## src/rtl/ovf_alu_pkg.sv

```systemverilog
package ovf_alu_pkg;

  typedef enum logic [3:0] {
    SEL_NONE = 4'h0,
    SEL_SET  = 4'h1,
    SEL_ADD  = 4'h2,
    SEL_SUB  = 4'h3,
    SEL_MUL  = 4'h4,
    SEL_DIV  = 4'h5,
    SEL_MOD  = 4'h6,
    SEL_SHL  = 4'h7,
    SEL_SHR  = 4'h8,
    SEL_AND  = 4'h9,
    SEL_OR   = 4'hA,
    SEL_XOR  = 4'hB
  } aluSelE;

  typedef struct packed {
    aluSelE     sel;
    logic       known;
    logic [1:0] cost;
    logic       loadOvf;
    logic       loadRes;
  } aluCtrlT;

endpackage

```

## src/rtl/ovf_alu_ctrl.sv

```systemverilog
module ovf_alu_ctrl
  import ovf_alu_pkg::*;
(
  input  logic       clk,
  input  logic       rstN,
  input  logic       validIn,
  input  logic [3:0] opcode,
  input  logic       dstIsOvf,
  output aluCtrlT    ctl
);

  aluSelE     sel;
  logic       known;
  logic       writesOvf;
  logic [1:0] cost;

  always_comb begin
    sel       = SEL_NONE;
    known     = 1'b1;
    writesOvf = 1'b0;
    cost      = 2'd0;
    unique case (opcode)
      4'h1: begin sel = SEL_SET; cost = 2'd1; end
      4'h2: begin sel = SEL_ADD; cost = 2'd2; writesOvf = 1'b1; end
      4'h3: begin sel = SEL_SUB; cost = 2'd2; writesOvf = 1'b1; end
      4'h4: begin sel = SEL_MUL; cost = 2'd2; writesOvf = 1'b1; end
      4'h5: begin sel = SEL_DIV; cost = 2'd3; writesOvf = 1'b1; end
      4'h6: begin sel = SEL_MOD; cost = 2'd3; end
      4'h7: begin sel = SEL_SHL; cost = 2'd2; writesOvf = 1'b1; end
      4'h8: begin sel = SEL_SHR; cost = 2'd2; writesOvf = 1'b1; end
      4'h9: begin sel = SEL_AND; cost = 2'd1; end
      4'hA: begin sel = SEL_OR;  cost = 2'd1; end
      4'hB: begin sel = SEL_XOR; cost = 2'd1; end
      default: known = 1'b0;
    endcase
  end

  always_comb begin
    ctl.sel     = sel;
    ctl.known   = known;
    ctl.cost    = cost;
    ctl.loadRes = validIn & known & dstIsOvf;
    ctl.loadOvf = validIn & known & writesOvf & ~dstIsOvf;
  end


  cost_range_chk: assert property (@(posedge clk) disable iff (!rstN)
    ctl.known |-> (ctl.cost != 2'd0));


  unknown_quiet_chk: assert property (@(posedge clk) disable iff (!rstN)
    !ctl.known |-> (!ctl.loadOvf && !ctl.loadRes && ctl.cost == 2'd0));


  mod_keeps_ovf_chk: assert property (@(posedge clk) disable iff (!rstN)
    (ctl.sel == SEL_MOD) |-> !ctl.loadOvf);


  dst_exclusive_chk: assert property (@(posedge clk) disable iff (!rstN)
    !(ctl.loadOvf && ctl.loadRes));

endmodule

```

## src/rtl/ovf_alu_dp.sv

```systemverilog
module ovf_alu_dp
  import ovf_alu_pkg::*;
#(
  parameter int W = 16
) (
  input  logic         clk,
  input  logic         rstN,
  input  aluCtrlT      ctl,
  input  logic [W-1:0] opA,
  input  logic [W-1:0] opB,
  output logic [W-1:0] result,
  output logic [W-1:0] ovfWord
);

  localparam int W2  = 2 * W;
  localparam int SHW = $clog2(W2);

  logic [W2-1:0] wideA, wideB, sumW, diffW, prodW, fracW, shlW, shrW;
  logic [W-1:0]  ovfNext;
  logic          bZero, bigShift;
  logic [SHW-1:0] amt;

  assign wideA    = {{W{1'b0}}, opA};
  assign wideB    = {{W{1'b0}}, opB};
  assign bZero    = (opB == '0);
  assign bigShift = |opB[W-1:SHW];
  assign amt      = opB[SHW-1:0];

  assign sumW  = wideA + wideB;
  assign diffW = wideA - wideB;
  assign prodW = wideA * wideB;
  assign fracW = bZero ? '0 : ({opA, {W{1'b0}}} / wideB);
  assign shlW  = bigShift ? '0 : (wideA << amt);
  assign shrW  = bigShift ? '0 : ({opA, {W{1'b0}}} >> amt);

  always_comb begin
    result  = '0;
    ovfNext = '0;
    unique case (ctl.sel)
      SEL_SET: result = opB;
      SEL_ADD: begin result = sumW[W-1:0];  ovfNext = {{(W-1){1'b0}}, sumW[W]}; end
      SEL_SUB: begin result = diffW[W-1:0]; ovfNext = {{(W-1){1'b0}}, diffW[W2-1]}; end
      SEL_MUL: begin result = prodW[W-1:0]; ovfNext = prodW[W2-1:W]; end
      SEL_DIV: begin
        result  = bZero ? '0 : (opA / opB);
        ovfNext = fracW[W-1:0];
      end
      SEL_MOD: result = bZero ? '0 : (opA % opB);
      SEL_SHL: begin result = shlW[W-1:0];    ovfNext = shlW[W2-1:W]; end
      SEL_SHR: begin result = shrW[W2-1:W];   ovfNext = shrW[W-1:0]; end
      SEL_AND: result = opA & opB;
      SEL_OR:  result = opA | opB;
      SEL_XOR: result = opA ^ opB;
      default: result = '0;
    endcase
  end

  always_ff @(posedge clk or negedge rstN) begin
    if (!rstN)            ovfWord <= '0;
    else if (ctl.loadRes) ovfWord <= result;
    else if (ctl.loadOvf) ovfWord <= ovfNext;
  end


  div_zero_chk: assert property (@(posedge clk) disable iff (!rstN)
    (ctl.sel == SEL_DIV && bZero) |-> (result == '0 && ovfNext == '0));


  shl_big_chk: assert property (@(posedge clk) disable iff (!rstN)
    (ctl.sel == SEL_SHL && bigShift) |-> (result == '0 && ovfNext == '0));


  shr_big_chk: assert property (@(posedge clk) disable iff (!rstN)
    (ctl.sel == SEL_SHR && bigShift) |-> (result == '0 && ovfNext == '0));


  ovf_hold_chk: assert property (@(posedge clk) disable iff (!rstN)
    !(ctl.loadOvf || ctl.loadRes) |=> $stable(ovfWord));

endmodule

```

## src/rtl/ovf_alu.sv

```systemverilog
module ovf_alu
  import ovf_alu_pkg::*;
#(
  parameter int W = 16
) (
  input  logic         clk,
  input  logic         rstN,
  input  logic         validIn,
  input  logic [3:0]   opcode,
  input  logic [W-1:0] opA,
  input  logic [W-1:0] opB,
  input  logic         dstIsOvf,
  output logic [W-1:0] result,
  output logic [1:0]   cost,
  output logic         handled,
  output logic [W-1:0] ovfWord
);

  aluCtrlT ctl;

  ovf_alu_ctrl u_ctrl (
    .clk      (clk),
    .rstN     (rstN),
    .validIn  (validIn),
    .opcode   (opcode),
    .dstIsOvf (dstIsOvf),
    .ctl      (ctl)
  );

  ovf_alu_dp #(.W(W)) u_dp (
    .clk     (clk),
    .rstN    (rstN),
    .ctl     (ctl),
    .opA     (opA),
    .opB     (opB),
    .result  (result),
    .ovfWord (ovfWord)
  );

  assign cost    = ctl.cost;
  assign handled = ctl.known;


  unhandled_zero_chk: assert property (@(posedge clk) disable iff (!rstN)
    !handled |-> (result == '0));

endmodule

```

## config.mk

```make
export PLATFORM = sky130hd
export DESIGN_NAME = ovf_alu
export DESIGN_NICKNAME = d
export VERILOG_FILES = /design/src/rtl/ovf_alu_pkg.sv /design/src/rtl/ovf_alu_ctrl.sv /design/src/rtl/ovf_alu_dp.sv /design/src/rtl/ovf_alu.sv
export SDC_FILE = /design/constraint.sdc
export NUM_CORES = 2
export LEC_CHECK = 0
export ABC_AREA = 0
export BUFFER_PORTS_ARGS = -buffer_cell sky130_fd_sc_hd__buf_2
export CAP_MARGIN = 20
export CELL_PAD_IN_SITES_DETAIL_PLACEMENT = 1
export CELL_PAD_IN_SITES_GLOBAL_PLACEMENT = 1
export CORE_ASPECT_RATIO = 1.25
export CORE_UTILIZATION = 45
export CTS_CLUSTER_DIAMETER = 100
export CTS_CLUSTER_SIZE = 14
export DETAILED_ROUTE_END_ITERATION = 12
export PLACE_DENSITY_LB_ADDON = 0.15
export SLEW_MARGIN = 20
export SYNTH_ARGS = -nofsm -noshare
export SYNTH_HDL_FRONTEND = slang
export SYNTH_SLANG_ARGS = --single-unit
```

## constraint.sdc

```tcl
create_clock -name clk -period 102.2 [get_ports clk]
set_input_delay 20.44 -clock clk [delete_from_list [all_inputs] [get_ports clk]]
set_output_delay 20.44 -clock clk [all_outputs]
set_load 0.02 [all_outputs]
```

==> flow_summary.json <==
{
  "result_of_the_run": "complete, no violations",
  "cap_viol_max_count": 0,
  "maxSlewHeadroom": 0.190,
  "max_slew.worst_pin.slew_ns": 1.21,
  "cts.sink_count": 16,
  "grt.overflow.total": 0,
  "detailroute.via_count": 50200,
  "ys_seq_elements": 16,
  "critical-path-top-cell-by-count": "sky130_fd_sc_hd__o21a_1",
  "worstHoldEndpoint": "u_dp.ovfWord[10]",
  "regToRegEndpoint": "u_dp.ovfWord[0]",
  "asyncSetResetFlopFracSynth": 1.00,
  "dieArea_um2": 98800,
  "finalNetCount": 7229,
  "io_pins": 75,
  "globalplace.congestion": 1.02,
  "die-width_um": 281,
  "ys_types": 138,
  "clock_insertion_delay_at_the_later_pin_of_the_skew_report_ns": 0.26,
  "synth_top_cells_by_area": "sky130_fd_sc_hd__ha_1, sky130_fd_sc_hd__fa_1, sky130_fd_sc_hd__nand2_1",
  "initial_utilization": 0.456,
  "detailedRoute.firstIterationViolations": 3327,
  "count_of_hold_buffers_inserted_by_post_cts_repair": 0,
  "drt_drc_violations_left": 0,
  "post-synth-top-count-cell": "sky130_fd_sc_hd__ha_1",
  "timing.final.crit_share": 0.964,
  "route.final.wire_length_um": 200000,
  "dpl-instance-area_um2": 46900,
  "cts_root_buf": "sky130_fd_sc_hd__clkbuf_16",
  "clk_pin_slew_worst_paths_ns": 0.06,
  "crit_path_start_kind": "primary input",
  "holdCritStartpoint": "u_dp.ovfWord[10]",
  "worstHoldPathType": "register to register",
  "hpwl_um": 157000,
  "rows": 127,
  "critical_path_s_slowest_cell": "sky130_fd_sc_hd__or4_4",
  "synth.yosys.warnings": 0,
  "tritoncts_clock_tree": "yes",
  "detail-route-antenna-nets": 0,
  "crit-reg2reg-launch": "u_dp.ovfWord[0]",
  "setup_viols_final": 0,
  "final_max_slew_viol_count": 0,
  "critPathMaxFanout": 39,
  "synthTopCellsByCount": "sky130_fd_sc_hd__ha_1, sky130_fd_sc_hd__nand2_1, sky130_fd_sc_hd__nor2_1",
  "grt_pass1_wl_um": 299000,
  "grt_start_max_net_pins": 57,
  "synth.top_cell.area_share": 0.191,
  "syn-mean-instance-area_um2": 7.17,
  "registers.top_by_ff_count": "u_dp.ovfWord",
  "layout_cell_share_with_drive_strength_beyond_1": 0.146,
  "path_class": "primary input to register",
  "die-height_um": 351,
  "worst_clock_skew_ns": 0,
  "final_cell_area_um2": 49000,
  "synth_area_um2": 43900,
  "synthCells": 6122,
  "number_of_enable_type_register_cells_in_the_synthesized_netlist": 0,
  "cp_slowest_stage_delay_ns": 0.61,
  "cp.required_ns": 102.32,
  "initial_antenna_violation_count": 7,
  "yosysTopAreaCell": "sky130_fd_sc_hd__ha_1",
  "post-route-util": 0.509,
  "detail_routed_via_count_per_cell": 6.60,
  "drt_pre_antenna_iters": 6,
  "seq_area_frac_synth": 0.00913,
  "worstHoldPathCells": 2,
  "hold_viol_final": 0,
  "port-buffer-count": 74,
  "largest_register_ff_count": 16,
  "reg2regPathDepth": 2,
  "cts-htree-levels": 1,
  "via_count_of_the_first_global_routing_pass": 51500,
  "grt_util_all_layers": 0.389,
  "fmax_mhz": 10.1,
  "largest_registers": "u_dp.ovfWord x16",
  "drt-wirelength-per-cell_um": 26.3,
  "mappedNetlistNets": 7028,
  "num-fill-cells": 12400,
  "areaGrowthSynthToFinish_pct": 11.7,
  "worst_setup_path_end_kind": "register",
  "finalWorstPathRequiredPeriod_ns": 98.54,
  "core_area_um2": 96300,
  "regToRegSetupSlack_ns": 101.04,
  "worst_ep_arrival_time_ns": 98.66,
  "synthFlopType": "sky130_fd_sc_hd__dfrtp_1",
  "tritoncts.num_buffers": 3,
  "deepest_clock_path_buffer_count": 2
}
[worst max-delay path: cells and delay by family]
kind                       cells  cell delay, ns
AOI/OAI and AO/OA            247           44.15
adders and majority gates     31            9.54
buffers and inverters         21            3.49
muxes                          8            2.69
and+or+nand+nor              103           18.14
[worst max path at each step]
stage	from	endpoint
6_report	opB[15]	u_dp.ovfWord[0]
5_1_grt	opB[15]	u_dp.ovfWord[0]
4_1_cts	opB[15]	u_dp.ovfWord[0]
3_5_place_dp	opB[15]	u_dp.ovfWord[0]
3_3_place_gp	opB[15]	u_dp.ovfWord[0]
2_1_floorplan	opB[14]	u_dp.ovfWord[0]
[per-layer routing]
| metal | GRT usage | wire [µm] | up-vias |
|---|---|---|---|
| met1 | 0.444 | 76900 | 24800 |
| met3 | 0.0415 | 11600 | 731 |
| li1 | - | - | 22900 |
| met2 | 0.676 | 95200 | 1865 |
| met5 | 0 | 12 | - |
| met4 | 0.280 | 16500 | 2 |
[placed cells by master (no fill, tap or decap), types with 37 or more instances in the layout]
cell type,n
sky130_fd_sc_hd__a211oi_1,37
sky130_fd_sc_hd__a21o_1,186
sky130_fd_sc_hd__a21oi_1,418
sky130_fd_sc_hd__a31oi_1,39
sky130_fd_sc_hd__and2_1,53
sky130_fd_sc_hd__buf_2,73
sky130_fd_sc_hd__buf_4,355
sky130_fd_sc_hd__fa_1,198
sky130_fd_sc_hd__ha_1,649
sky130_fd_sc_hd__inv_1,384
sky130_fd_sc_hd__mux2_2,101
sky130_fd_sc_hd__mux2i_1,61
sky130_fd_sc_hd__nand2_1,606
sky130_fd_sc_hd__nand2b_1,89
sky130_fd_sc_hd__nand3_1,118
sky130_fd_sc_hd__nand4_1,82
sky130_fd_sc_hd__nor2_1,576
sky130_fd_sc_hd__nor2b_1,49
sky130_fd_sc_hd__nor3_1,238
sky130_fd_sc_hd__o211ai_1,49
sky130_fd_sc_hd__o21a_1,237
sky130_fd_sc_hd__o21ai_0,300
sky130_fd_sc_hd__o21ai_1,43
sky130_fd_sc_hd__o21bai_1,56
sky130_fd_sc_hd__o22ai_1,38
sky130_fd_sc_hd__o31ai_1,126
sky130_fd_sc_hd__or2_2,45
sky130_fd_sc_hd__or3_1,37
sky130_fd_sc_hd__xnor2_1,202
sky130_fd_sc_hd__xor2_1,89
[what timing repair did]
item                                    4_1_cts  5_1_grt
pin swaps                                     7       98
gates cloned                                  2        3
gates resized for setup                      36      222
endpoints found under the setup margin        2        3
buffers inserted                              8      102
[metrics by stage]
step	std cells	setup TNS [ns]	hold WS (ns)	setup WS, ns
after global placement	7492	-1.06	0.462	-1.06
after detailed placement	7492	-5.68	0.472	-3.46
after global routing	7615	-0.811	0.513	-0.811
final	7617	0	0.489	3.66
after CTS	7506	0	0.490	0.0472
after floorplan	6122	0	0.590	0.0270
[logic make-up after synthesis]
logic type / count (synthesis) / share of synthesized area
XOR/XNOR: 293 / 0.0588
adder cells (fa/ha/maj): 867 / 0.281
buffers and inverters: 657 / 0.0572
AND/OR/NAND/NOR: 2122 / 0.232
flip-flops: 16 / 0.00913
multiplexers: 201 / 0.0563
AO/OA/AOI/OAI: 1966 / 0.306
[final cells by class]
cell class,instances,area (µm²),area share
antenna,5,12.5,0.000255
clock buffer,4,88.8,0.00181
inverter,406,1540,0.0314
multi-input combinational,5452,42100,0.859
sequential,16,400,0.00817
tap,1290,1610,0.0329
timing repair buffer,444,3270,0.0667
Power is left out: the tool's default activity adds up to more than one toggle a clock period on the data nets, which glitch-free logic cannot reach.
